## config.mk

```make
export PLATFORM = sky130hd
export DESIGN_NAME = prio_irq_ctrl
export DESIGN_NICKNAME = d
export VERILOG_FILES = /design/src/rtl/pic_pkg.sv /design/src/rtl/pic_resolver.sv /design/src/rtl/pic_regs.sv /design/src/rtl/pic_service.sv /design/src/rtl/prio_irq_ctrl.sv
export SDC_FILE = /design/constraint.sdc
export NUM_CORES = 1
export LEC_CHECK = 0
export ABC_AREA = 1
export CAP_MARGIN = 20
export CORE_MARGIN = 10
export CORE_UTILIZATION = 55
export DETAILED_ROUTE_END_ITERATION = 16
export GPL_ROUTABILITY_DRIVEN = 0
export PLACE_DENSITY = 0.75
export SLEW_MARGIN = 15
export SYNTH_ARGS = -nofsm -noshare
export SYNTH_HDL_FRONTEND = slang
export SYNTH_SLANG_ARGS = --single-unit
```

## constraint.sdc

```tcl
create_clock -name clk -period 6.75 [get_ports clk]
set_input_delay 1.6875 -clock clk [delete_from_list [all_inputs] [get_ports clk]]
set_output_delay 1.6875 -clock clk [all_outputs]
set_load 0.01 [all_outputs]
```

## src/rtl/pic_pkg.sv

```systemverilog
package pic_pkg;
    typedef enum logic [1:0] {
        ST_IDLE = 2'd0,
        ST_REQ  = 2'd1,
        ST_VEC  = 2'd2
    } pic_state_e;

    localparam logic [1:0] ADDR_MASK = 2'd0;
    localparam logic [1:0] ADDR_MODE = 2'd1;
    localparam logic [1:0] ADDR_BASE = 2'd2;
    localparam logic [1:0] ADDR_EOI  = 2'd3;
endpackage

```

## src/rtl/pic_resolver.sv

```systemverilog
// Picks the highest-priority set bit; the priority ring starts just above `lowest`.
module pic_resolver #(
    parameter int N_LINES = 8,
    localparam int IDX_W  = $clog2(N_LINES)
) (
    input  logic [N_LINES-1:0] bits,
    input  logic [IDX_W-1:0]   lowest,
    output logic               any,
    output logic [IDX_W-1:0]   idx,
    output logic [IDX_W-1:0]   rank
);
    logic [IDX_W-1:0] pos;

    always_comb begin
        any  = 1'b0;
        idx  = '0;
        rank = '0;
        pos  = '0;
        for (int k = N_LINES - 1; k >= 0; k--) begin
            pos = lowest + IDX_W'(1) + IDX_W'(k);
            if (bits[pos]) begin
                any  = 1'b1;
                idx  = pos;
                rank = IDX_W'(k);
            end
        end
    end
endmodule

```

## src/rtl/pic_regs.sv

```systemverilog
module pic_regs #(
    parameter int N_LINES = 8,
    parameter int VEC_W   = 8,
    localparam int IDX_W  = $clog2(N_LINES),
    localparam int BASE_W = VEC_W - IDX_W
) (
    input  logic               clk,
    input  logic               rst_n,
    input  logic               we,
    input  logic [1:0]         addr,
    input  logic [VEC_W-1:0]   wdata,
    output logic [N_LINES-1:0] mask,
    output logic               rotate,
    output logic               casc_en,
    output logic [BASE_W-1:0]  base,
    output logic               eoi_fire,
    output logic               eoi_specific,
    output logic [IDX_W-1:0]   eoi_line
);
    import pic_pkg::*;

    always_ff @(posedge clk) begin
        if (!rst_n) begin
            mask    <= '1;
            rotate  <= 1'b0;
            casc_en <= 1'b0;
            base    <= '0;
        end else if (we) begin
            unique case (addr)
                ADDR_MASK: mask <= wdata[N_LINES-1:0];
                ADDR_MODE: begin
                    rotate  <= wdata[0];
                    casc_en <= wdata[1];
                end
                ADDR_BASE: base <= wdata[VEC_W-1:IDX_W];
                default: ;
            endcase
        end
    end

    always_comb begin
        eoi_fire     = we && (addr == ADDR_EOI);
        eoi_specific = wdata[VEC_W-1];
        eoi_line     = wdata[IDX_W-1:0];
    end

    p_mask_write_r4: assert property (@(posedge clk) disable iff (!rst_n)
        (we && addr == ADDR_MASK) |=> (mask == $past(wdata[N_LINES-1:0])));
    p_base_write_r5: assert property (@(posedge clk) disable iff (!rst_n)
        (we && addr == ADDR_BASE) |=> (base == $past(wdata[VEC_W-1:IDX_W])));
endmodule

```

## src/rtl/pic_service.sv

```systemverilog
// In-service tracking and the rotation pointer.
module pic_service #(
    parameter int N_LINES = 8,
    localparam int IDX_W  = $clog2(N_LINES)
) (
    input  logic             clk,
    input  logic             rst_n,
    input  logic             rotate,
    input  logic             set_en,
    input  logic [IDX_W-1:0] set_idx,
    input  logic             eoi_fire,
    input  logic             eoi_specific,
    input  logic [IDX_W-1:0] eoi_line,
    output logic [IDX_W-1:0] lowest_eff,
    output logic             isr_any,
    output logic [IDX_W-1:0] isr_rank
);
    logic [N_LINES-1:0] isr_q;
    logic [IDX_W-1:0]   ptr_q;
    logic [IDX_W-1:0]   isr_top;
    logic [IDX_W-1:0]   clr_idx;
    logic               clr_hit;
    logic [N_LINES-1:0] clr_mask;
    logic [N_LINES-1:0] set_mask;

    assign lowest_eff = rotate ? ptr_q : IDX_W'(N_LINES - 1);

    pic_resolver #(.N_LINES(N_LINES)) u_isr_res (
        .bits   (isr_q),
        .lowest (lowest_eff),
        .any    (isr_any),
        .idx    (isr_top),
        .rank   (isr_rank)
    );

    always_comb begin
        clr_idx  = eoi_specific ? eoi_line : isr_top;
        clr_hit  = eoi_fire && (eoi_specific ? isr_q[eoi_line] : isr_any);
        clr_mask = clr_hit ? (N_LINES'(1) << clr_idx) : '0;
        set_mask = set_en ? (N_LINES'(1) << set_idx) : '0;
    end

    always_ff @(posedge clk) begin
        if (!rst_n) begin
            isr_q <= '0;
            ptr_q <= IDX_W'(N_LINES - 1);
        end else begin
            isr_q <= (isr_q & ~clr_mask) | set_mask;
            if (clr_hit && rotate) ptr_q <= clr_idx;
        end
    end

    p_ack_sets_r6: assert property (@(posedge clk) disable iff (!rst_n)
        set_en |=> isr_q[$past(set_idx)]);
    p_eoi_clears_r7: assert property (@(posedge clk) disable iff (!rst_n)
        (eoi_fire && eoi_specific && !(set_en && set_idx == eoi_line))
        |=> !isr_q[$past(eoi_line)]);
    p_rotate_ptr_r8: assert property (@(posedge clk) disable iff (!rst_n)
        (clr_hit && rotate) |=> (ptr_q == $past(clr_idx)));
endmodule

```

## src/rtl/prio_irq_ctrl.sv

```systemverilog
module prio_irq_ctrl #(
    parameter int N_LINES   = 8,
    parameter int VEC_W     = 8,
    parameter int CASC_LINE = 2,
    localparam int IDX_W    = $clog2(N_LINES),
    localparam int BASE_W   = VEC_W - IDX_W
) (
    input  logic               clk,
    input  logic               rst_n,
    input  logic [N_LINES-1:0] irq_lines,
    output logic               cpu_irq,
    input  logic               cpu_ack,
    output logic [VEC_W-1:0]   vec_data,
    output logic               vec_valid,
    output logic               casc_ack,
    input  logic               reg_we,
    input  logic [1:0]         reg_addr,
    input  logic [VEC_W-1:0]   reg_wdata
);
    import pic_pkg::*;

    pic_state_e state_q, state_d;

    logic [N_LINES-1:0] irr_q;
    logic [N_LINES-1:0] mask;
    logic               rotate, casc_en;
    logic [BASE_W-1:0]  base;
    logic               eoi_fire, eoi_specific;
    logic [IDX_W-1:0]   eoi_line;
    logic [IDX_W-1:0]   lowest_eff;
    logic               isr_any;
    logic [IDX_W-1:0]   isr_rank;
    logic               cand_any, cand_ok;
    logic [IDX_W-1:0]   cand_idx, cand_rank;
    logic               ack_take, set_en;
    logic [IDX_W-1:0]   served_q;
    logic               spur_q;
    logic [N_LINES-1:0] ack_clr;

    pic_regs #(.N_LINES(N_LINES), .VEC_W(VEC_W)) u_regs (
        .clk          (clk),
        .rst_n        (rst_n),
        .we           (reg_we),
        .addr         (reg_addr),
        .wdata        (reg_wdata),
        .mask         (mask),
        .rotate       (rotate),
        .casc_en      (casc_en),
        .base         (base),
        .eoi_fire     (eoi_fire),
        .eoi_specific (eoi_specific),
        .eoi_line     (eoi_line)
    );

    pic_resolver #(.N_LINES(N_LINES)) u_req_res (
        .bits   (irr_q & ~mask),
        .lowest (lowest_eff),
        .any    (cand_any),
        .idx    (cand_idx),
        .rank   (cand_rank)
    );

    always_comb begin
        cand_ok  = cand_any && (!isr_any || (cand_rank < isr_rank));
        ack_take = (state_q == ST_REQ) && cpu_ack;
        set_en   = ack_take && cand_ok;
        ack_clr  = set_en ? (N_LINES'(1) << cand_idx) : '0;
    end

    pic_service #(.N_LINES(N_LINES)) u_service (
        .clk          (clk),
        .rst_n        (rst_n),
        .rotate       (rotate),
        .set_en       (set_en),
        .set_idx      (cand_idx),
        .eoi_fire     (eoi_fire),
        .eoi_specific (eoi_specific),
        .eoi_line     (eoi_line),
        .lowest_eff   (lowest_eff),
        .isr_any      (isr_any),
        .isr_rank     (isr_rank)
    );

    // Request latch: a pulse is held until acknowledged.
    always_ff @(posedge clk) begin
        if (!rst_n) irr_q <= '0;
        else        irr_q <= (irr_q | irq_lines) & ~ack_clr;
    end

    // Line captured at acknowledge.
    always_ff @(posedge clk) begin
        if (!rst_n) begin
            served_q <= IDX_W'(N_LINES - 1);
            spur_q   <= 1'b0;
        end else if (ack_take) begin
            served_q <= cand_ok ? cand_idx : IDX_W'(N_LINES - 1);
            spur_q   <= !cand_ok;
        end
    end

    always_comb begin
        state_d = state_q;
        unique case (state_q)
            ST_IDLE: if (cand_ok) state_d = ST_REQ;
            ST_REQ:  if (cpu_ack) state_d = ST_VEC;
            ST_VEC:  state_d = ST_IDLE;
            default: state_d = ST_IDLE;
        endcase
    end

    always_ff @(posedge clk) begin
        if (!rst_n) state_q <= ST_IDLE;
        else        state_q <= state_d;
    end

    always_comb begin
        cpu_irq   = 1'b0;
        vec_valid = 1'b0;
        casc_ack  = 1'b0;
        vec_data  = '0;
        unique case (state_q)
            ST_IDLE: ;
            ST_REQ:  cpu_irq = 1'b1;
            ST_VEC: begin
                if (casc_en && !spur_q && served_q == IDX_W'(CASC_LINE)) begin
                    casc_ack = 1'b1;
                end else begin
                    vec_valid = 1'b1;
                    vec_data  = {base, served_q};
                end
            end
            default: ;
        endcase
    end

    p_irq_drop_r2: assert property (@(posedge clk) disable iff (!rst_n)
        (cpu_irq && cpu_ack) |=> (!cpu_irq && (vec_valid || casc_ack)));
    p_vec_pulse_r2: assert property (@(posedge clk) disable iff (!rst_n)
        (vec_valid || casc_ack) |=> !(vec_valid || casc_ack));
    p_cand_eligible_r4: assert property (@(posedge clk) disable iff (!rst_n)
        cand_ok |-> (irr_q[cand_idx] && !mask[cand_idx]));
    p_spurious_r9: assert property (@(posedge clk) disable iff (!rst_n)
        (ack_take && !cand_ok) |=> (vec_valid && vec_data[IDX_W-1:0] == IDX_W'(N_LINES - 1)));
    p_one_strobe_r10: assert property (@(posedge clk) disable iff (!rst_n)
        $countones({vec_valid, casc_ack, cpu_irq}) <= 1);
endmodule

```

# Word level (Yosys, flattened, before mapping)
# Index checks and enable logic that the tools add are counted.
[word_totals]
regBits = 40
in_bits = 22
out_inout_bits = 11
[op_classes]
addsub = 8
n_lt_le_gt_ge = 10
n_eq_ne = 8
shift = 2
muxes = 98
bitwise = 8
n_reduce_logical = 18
[ops]
columns = ["cell", "count"]
rows = [
  ["$mux 3", 35],
  ["$bmux 1 s3", 17],
  ["$mux 1", 39],
  ["$lt 3x4->1 const B", 9],
  ["$mux 8", 4],
  ["$and 8x8->8", 3],
  ["$not 8->8", 3],
  ["$or 8x8->8", 2],
  ["$shl 1x3->8 const A", 2],
  ["$add 3x3->3 const B", 4],
  ["$logic_and 1x1->1", 8],
  ["$reduce_and 2->1", 4],
  ["$add 3x1->3 const B", 2],
  ["$add 3x2->3 const B", 2],
  ["$eq 2x2->1 const B", 3],
  ["$eq 2x1->1 const B", 2],
  ["$logic_not 2->1", 2],
  ["$mux 2", 2],
  ["$ne 2x2->1 const B", 2],
  ["$pmux 2 s2", 1],
  ["$eq 3x2->1 const B", 1],
  ["$logic_not 1->1", 3],
  ["$lt 3x3->1", 1],
  ["$logic_or 1x1->1", 1],
]

# Longest topological paths before layout
# Gate-level depths: netlist of the first run.
[depth]
word_depth = 20
mapped_depth = 27
ltp_nobuf = 25

# Cells and area by module
# Synthesis of the first run repeated with hierarchy kept, for this count alone.
[hier_totals]
hier_cells = 737
area_unflattened_um2 = 4016.4
[modules_own_cells]
columns = ["mod", "n_inst", "cells_per_inst", "area_each_um2"]
rows = [
  ["pic_resolver", 2, 195, 879.6],
  ["prio_irq_ctrl", 1, 138, 868.3],
  ["pic_service", 1, 121, 737.0],
  ["pic_regs", 1, 88, 651.9],
]

# Worst setup path before layout of the first run
# No wires, ideal clock.
[synth_path]
path_type = "reg2reg"
start = "register u_regs.rotate"
end = "register served_q[2]"
setup_ps = 126
t_arrival_ps = 2970
required_time_ps = 6624
path_slack_ps = 3655
stages_incl_launch_ff = 21
path_buffers = 3
synth_period_minus_slack_ps = 3095
cell_sequence = "dfxtp_1 > inv_2 > nor2_4 > inv_2 > buf_6 > ha_1 > clkbuf_1 > nand2_1 > nand3_1 > nand2_1 > nor2_1 > inv_1 > nor4_1 > ha_1 > a21oi_1 > nand2_1 > nand2_2 > buf_6 > nand4_1 > o21ai_0 > nand2_1"
[synth_between]
elab_chain_len = 17
elab_cells_between_ends = 86
classes_between = "add/sub (8); order compare (1); mux (74); reduce/logical (3)"
[synth_rtl]
columns = ["item", "line_no", "rtl"]
rows = [
  ["start, declared", "pic_regs.sv:13", "output logic rotate,"],
  ["start signal, assigned", "pic_regs.sv:32", "rotate <= wdata[0];"],
  ["$mux 3 (*)", "pic_service.sv:26", "assign lowest_eff = rotate ? ptr_q : IDX_W'(N_LINES - 1);"],
  ["$add 3x1->3 (*)", "pic_resolver.sv:20", "pos = lowest + IDX_W'(1) + IDX_W'(k);"],
  ["$add 3x3->3", "pic_resolver.sv:20", ""],
  ["$bmux 1 s3", "pic_resolver.sv:21", "if (bits[pos]) begin"],
  ["$mux 1 (not written as such)", "pic_resolver.sv:21", ""],
  ["$mux 3 or $mux 1 (tied branches) (8 in a row)", "pic_resolver.sv:21", ""],
  ["$lt 3x3->1 or $logic_not 1->1 (tied branches)", "prio_irq_ctrl.sv:64", "cand_ok = cand_any && (!isr_any || (cand_rank < isr_rank));"],
  ["$logic_or 1x1->1", "prio_irq_ctrl.sv:64", ""],
  ["$logic_and 1x1->1", "prio_irq_ctrl.sv:64", ""],
  ["$mux 3 (*)", "prio_irq_ctrl.sv:96", "served_q <= cand_ok ? cand_idx : IDX_W'(N_LINES - 1);"],
  ["end signal, assigned", "prio_irq_ctrl.sv:93", "served_q <= IDX_W'(N_LINES - 1);"],
  ["end signal, assigned", "prio_irq_ctrl.sv:96", ""],
  ["end, declared", "prio_irq_ctrl.sv:36", "logic [IDX_W-1:0] served_q;"],
]
# Every way passes the cells marked *; elsewhere a longest branch is shown, timed or not. The select of a mux whose other input is x is not followed.
# A chain may end at the register's enable or synchronous reset.

# Final worst setup path of the first run
[layout_path]
start = "register u_regs.rotate"
end = "register served_q[1]"
# The elaborated chain is that of the path after synthesis.

==> results_dict.tcl, run 1 <==
set metrics [dict create \
    setup-violations-final 0 \
    antenna_found_initial 0 \
    cts_tree "done" \
    multiInputGateArea_mm2 0.00216 \
    pin_count 33 \
    netlist_area_mm2 0.00336 \
    hold_viol 0 \
    clock.fmax_mhz 225 \
    holdBufCountCts 0 \
    drive_above_1_share_pct 11.9 \
    synthesis.nets 603 \
    yosysSeqAreaShare_pct 23.8 \
    clock_sinks 40 \
    critPathArrivalTime_ns 4.63 \
    rsz0062_at_grt "no" \
    setup_tns_ns 0 \
    fillers 604 \
    worst_setup_path_end_kind "flip-flop" \
    ir_worst_vdd_mv 0.101 \
    crit_chain "inv_2 > nor2_4 > inv_2 > ha_1 > inv_1 > nand2_1 > nand2_1 > nand2_1 > nand2_2 > inv_1 > nand2_1 > nor3_1 > nor4_1 > ha_1 > a21oi_1 > nand2_1 > nand2_2 > nand2_1 > o21ai_0 > nand3_1" \
    grt_pass1_vias 3564 \
    nNetsFinal 627 \
    synth_top_area_cell "dfxtp_1" \
    cts_buffer_depth 2 \
    wl_per_cell_um 14.1 \
    setup_ws_ns 2.30 \
    synth.area.top_cells "dfxtp_1 24%, nand2_1 21%, nand3_1 9.5%" \
    start_kind "flip-flop" \
    die_h_um 98.2 \
    crit_top_cell "nand2_1" \
    seqCellArea_um2 801 \
    syn_inst 578 \
    slew_headroom_pct 62.2 \
    synthArstFlopShare_pct 0 \
    final-instance-count-excl-fill 678 \
    worstPathRequired_ns 6.93 \
    ys_warn_count 0 \
    die-width_um 98.2 \
    place_inst 670 \
    leakage_uw 0.00191 \
    place_hpwl_mm 7.48 \
    clkLatencyLatePin_ns 0.30 \
    fp.dieArea_mm2 0.00964 \
    initial_core_util_pct 56.8 \
    cp_max_fo 15 \
    cts_setup_buffers 0 \
    yosysTopAreaCellShare_pct 23.8 \
    fin_crit_sh_pct 65.9 \
    htreeDepth 2 \
    ctsResizeCount 0 \
    areaGrowthSynthToFinish_pct 12.7 \
    grt_usage_pct 19.5 \
    grt_first_pass_wirelength_mm 16.3 \
    port-buffer-count 32 \
    synth.distinct_cells 34 \
    root_buffer "clkbuf_8" \
    worstMarginPinSlew_ns 0.565 \
    drtPass1Iterations 6 \
    max_cap_viol_count 0 \
    clk_pin_slew_ns 0.09 \
    yosysMostFrequentCell "nand2_1" \
    path_class "flip-flop to flip-flop" \
    cp_slowest_stage_delay_ns 0.65 \
    synth_enable_flop_cells 0 \
    drv_slew 0 \
    post-route-min-period_ns 4.45 \
    overflow 0 \
    drt_iter0_markers 316 \
    pre_cts_slack_ns 2.43 \
    antenna_left 0 \
    ys_ff_latch 40 \
    finalClockSkew_ns 0.0123 \
    vias_per_cell 5.58 \
    rows 28 \
    cts_buffers 5 \
    drcViolationCount 0 \
    power_density_mw_per_mm2 150 \
    avgSynthCellArea_um2 5.82 \
    yosys-top-cells-count "190 x nand2_1, 66 x inv_1, 64 x nand3_1, 53 x nor2_1, 40 x dfxtp_1" \
    drt-total-wl_mm 9.59 \
    slowest_stage "ha_1" \
    antenna_cells 0 \
    vias 3782 \
    core_area_mm2 0.00592 \
    ys.flop_type "dfxtp_1" \
    outcome "finished clean" \
    hold_path.class "flip-flop to flip-flop" \
    grt_start_max_net_pins 30 \
]
-- layer usage --
metal / track usage, % / vias up / wire (um)
met2: 33.5 / 144 / 4570
li1: - / 1899 / -
met5: 0 / - / 0
met4: 7.17 / 0 / 244
met1: 23.7 / 1707 / 4130
met3: 3.31 / 32 / 640
-- registers in the layout, indices dropped and copies added (netlist names) --
name and flops:
state_q 2, u_service.ptr_q 3, irr_q 8, u_regs.rotate 1, u_regs.casc_en 1, u_regs.mask 8
u_regs.base 5, spur_q 1, u_service.isr_q 8, served_q 3
-- area by class of cell --
class / instances / share of cell area, %
multi-input cells: 446 / 57.0
clock inverters: 3 / 1.22
clock buffers: 5 / 1.82
flip-flops and latches: 40 / 21.1
repair buffers: 34 / 8.85
well taps: 75 / 2.48
inverters: 75 / 7.49
-- layout by cell type (no fill, tap or decap), drive strengths merged --
cell type and count:
o21ai 28, nor3 4, nor2 59, o211ai 9, nand2 222, and2 1
dfxtp 40, a31oi 1, nand4 12, o22ai 1, clkbuf 5, a21oi 34
ha 3, bufinv 1, buf 2, inv 76, nand3 69, nor4 2
clkinvlp 1, nand3b 1, clkdlybuf4s50 32
-- critical path, delay by kind of cell, from the launching register on --
kind / cells / cell delay [ns]
and+or+nand+nor: 12 / 1.65
buffers and inverters: 4 / 0.74
AOI/OAI and AO/OA: 2 / 0.34
DFF: 1 / 0.62
adders and majority gates: 2 / 0.96
-- worst paths after layout --
path / startpoint / endpoint / slack [ns] / cells past startpoint
min reg2reg: u_regs.base[1]$_SDFFE_PN0P_ / u_regs.base[1]$_SDFFE_PN0P_ / 0.46 / 2
max: u_regs.rotate$_SDFFE_PN0P_ / served_q[1]$_SDFFE_PN1P_ / 2.30 / 20
min: u_regs.base[1]$_SDFFE_PN0P_ / u_regs.base[1]$_SDFFE_PN0P_ / 0.46 / 2
max reg2reg: u_regs.rotate$_SDFFE_PN0P_ / served_q[1]$_SDFFE_PN1P_ / 2.30 / 20
-- power by group --
group / total [uW] / internal, uW / switching [uW]
clock: 207 / 111 / 95.3
sequential: 254 / 248 / 6.87
combinational: 106 / 40.2 / 66.3
-- cells by family (layout without fill, tap and decap cells) --
family                     count (synthesis)  in the layout  share of synthesized area [%]
and+or+nand+nor                          370            370                           50.8
buffers and inverters                     92            117                           11.9
AOI/OAI and AO/OA                         73             73                           12.4
DFF                                       40             40                           23.8
adders and majority gates                  3              3                           1.12
-- per-stage QoR --
stage	power, uW	hold slack [ns]	area (um^2)	util (%)
detailed placement	365	0.445	3670	62.1
floorplan	330	0.430	3360	-
global placement	363	0.438	3670	62.1
global route	591	0.484	3790	64.0
CTS	567	0.458	3790	64.0
finish	568	0.458	3790	64.0
Power figures use the tool's default switching activity.
==> run 2: changes to the inputs <==
==> constraint.sdc (replaced) <==
create_clock -name clk -period 4.3 [get_ports clk]
set_input_delay 1.075 -clock clk [delete_from_list [all_inputs] [get_ports clk]]
set_output_delay 1.075 -clock clk [all_outputs]
set_load 0.01 [all_outputs]
==> run 2 against run 1 <==
Register-to-register slack worse by 1.8 ns. Die area unchanged. Wire length down 1.9%. Final cell count up 0.29%. Clock power up 31%. Global-route usage down 0.62 points. Clock-buffer cell count up 1. Non-clock buffer count up 2. Largest power group unchanged. Flip-flop and latch count unchanged. Clock skew down 0.0030 ns.
==> results_dict.tcl, run 2 (same netlist as run 1, synthesis figures left out) <==
set metrics [dict create \
    seqCellArea_um2 801 \
    p_sw_uw 256 \
    rows 28 \
    cts_buffers 5 \
    overflow 0 \
    hold_viol 0 \
    post-route-util_pct 64.0 \
    path_class "flip-flop to flip-flop" \
    fin_crit_sh_pct 87.3 \
    outcome "finished clean" \
    swShare_pct 30.5 \
    drcViolationCount 0 \
    wl_per_cell_um 13.8 \
    power_density_mw_per_mm2 221 \
    hold_depth 2 \
    place_inst 672 \
    nNetsFinal 629 \
    clockPowerShare_pct 32.4 \
    grt_pass1_vias 3490 \
    cp_max_fo 14 \
    slew_headroom_pct 62.5 \
    cts_buffer_depth 2 \
    grt_first_pass_wirelength_mm 15.6 \
    worst_setup_path_end_kind "flip-flop" \
    critPathArrivalTime_ns 3.93 \
    rsz0062_at_grt "no" \
    worstMarginPinSlew_ns 0.561 \
    drt_iter0_markers 253 \
    clock.fmax_mhz 266 \
    clk_pin_slew_ns 0.09 \
    fillers 583 \
    pin_count 33 \
    start_kind "flip-flop" \
    drv_slew 0 \
    die-width_um 98.2 \
    cts_tree "done" \
    root_buffer "clkbuf_8" \
    core_area_mm2 0.00592 \
    antenna_cells 0 \
    port-buffer-count 32 \
    post-route-min-period_ns 3.75 \
    ir_worst_vdd_mv 0.182 \
    setup_tns_ns 0 \
    vias_per_cell 5.55 \
    layout_commonest_cell "nand2_1" \
    drtPass1Iterations 5 \
    largest_registers "irr_q: 8 flops, u_regs.mask: 8 flops, u_service.isr_q: 8 flops" \
    areaGrowthSynthToFinish_pct 12.7 \
    max_cap_viol_count 0 \
    ctsResizeCount 0 \
    share_seq_of_total_power_pct 47.5 \
    final-instance-count-excl-fill 680 \
    setup_ws_ns 0.548 \
    setup-violations-final 0 \
    antenna_left 0 \
    clkLatencyLatePin_ns 0.30 \
    drt-total-wl_mm 9.41 \
    antenna_found_initial 0 \
    stdcell_area_mm2 0.00379 \
    cts_setup_buffers 0 \
    worstPathRequired_ns 4.47 \
    grt_usage_pct 18.9 \
    place_hpwl_mm 7.50 \
    htreeDepth 2 \
    holdBufCountCts 0 \
    grt_start_max_net_pins 22 \
    final_cell_mix "190 x nand2_1, 66 x inv_1, 64 x nand3_1" \
    hold_path.class "flip-flop to flip-flop" \
    finalClockSkew_ns 0.00928 \
    initial_core_util_pct 56.8 \
    placed_area_mm2 0.00369 \
    reg2reg_depth 20 \
    leakage_uw 0.00191 \
    die_h_um 98.2 \
    pre_cts_slack_ns 0.613 \
    clock_sinks 40 \
    multiInputGateArea_mm2 0.00216 \
    drive_above_1_share_pct 12.2 \
    fp.dieArea_mm2 0.00964 \
    cellInternalPower_uw 582 \
    vias 3773 \
    comb_power_share_pct 20.1 \
]
[run 2: cell count changes in the layout (fill, tap and decap cells not counted)]
cell,delta
buf_4,+2
inv_6,-1
clkinvlp_4,+1
clkbuf_8,+1
bufinv_16,-1
[run 2: through the flow]
| step | power, uW | hold slack (ns) |
|---|---|---|
| 5_1_grt | 877 | 0.480 |
| 3_5_place_dp | 574 | 0.448 |
| 2_1_floorplan | 519 | 0.430 |
| 6_report | 838 | 0.458 |
| 3_3_place_gp | 570 | 0.441 |
| 4_1_cts | 839 | 0.461 |
[run 2: layout make-up]
| cell class | instances | area share, % |
|---|---|---|
| clock buffers | 6 | 2.18 |
| inverters | 75 | 7.50 |
| clock inverters | 2 | 0.396 |
| flip-flops and latches | 40 | 21.1 |
| repair buffers | 36 | 9.25 |
| well taps | 75 | 2.48 |
| multi-input cells | 446 | 57.1 |
[run 2: worst max-delay path, stage by stage (launching register included)]
cell     delay [ns]
dfxtp_1        0.35
inv_2          0.07
nor2_4         0.30
inv_2          0.20
ha_1           0.32
inv_1          0.36
nand2_1        0.10
nand2_1        0.15
nand2_1        0.11
nand2_2        0.12
inv_1          0.06
nand2_1        0.07
nor3_1         0.06
nor4_1         0.18
ha_1           0.28
a21oi_1        0.16
nand2_1        0.08
nand2_2        0.20
nand2_1        0.13
o21ai_0        0.21
nand3_1        0.10
[run 2: path summary, 6_finish.rpt]
path | from | to | slack (ns)
hold / removal | u_regs.base[2]$_SDFFE_PN0P_ | u_regs.base[2]$_SDFFE_PN0P_ | 0.46
hold reg to reg | u_regs.base[2]$_SDFFE_PN0P_ | u_regs.base[2]$_SDFFE_PN0P_ | 0.46
setup / recovery | u_regs.rotate$_SDFFE_PN0P_ | served_q[1]$_SDFFE_PN1P_ | 0.55
setup reg to reg | u_regs.rotate$_SDFFE_PN0P_ | served_q[1]$_SDFFE_PN1P_ | 0.55
[run 2: power groups by stage]
stage	clock [uW]	sequential [uW]	combinational, uW
2_1_floorplan	0	404	115
3_3_place_gp	0	406	163
3_5_place_dp	0	407	167
4_1_cts	273	398	168
5_1_grt	287	400	190
6_report	272	398	169
[run 2: per-layer routing]
metal  up-vias  global-route usage (%)  share of wire, %
met5         -                       0                 0
met1      1703                    22.5                44
met4         0                    7.72               2.9
met2       141                    32.7                47
li1       1901                       -                 -
met3        28                    3.10               6.3
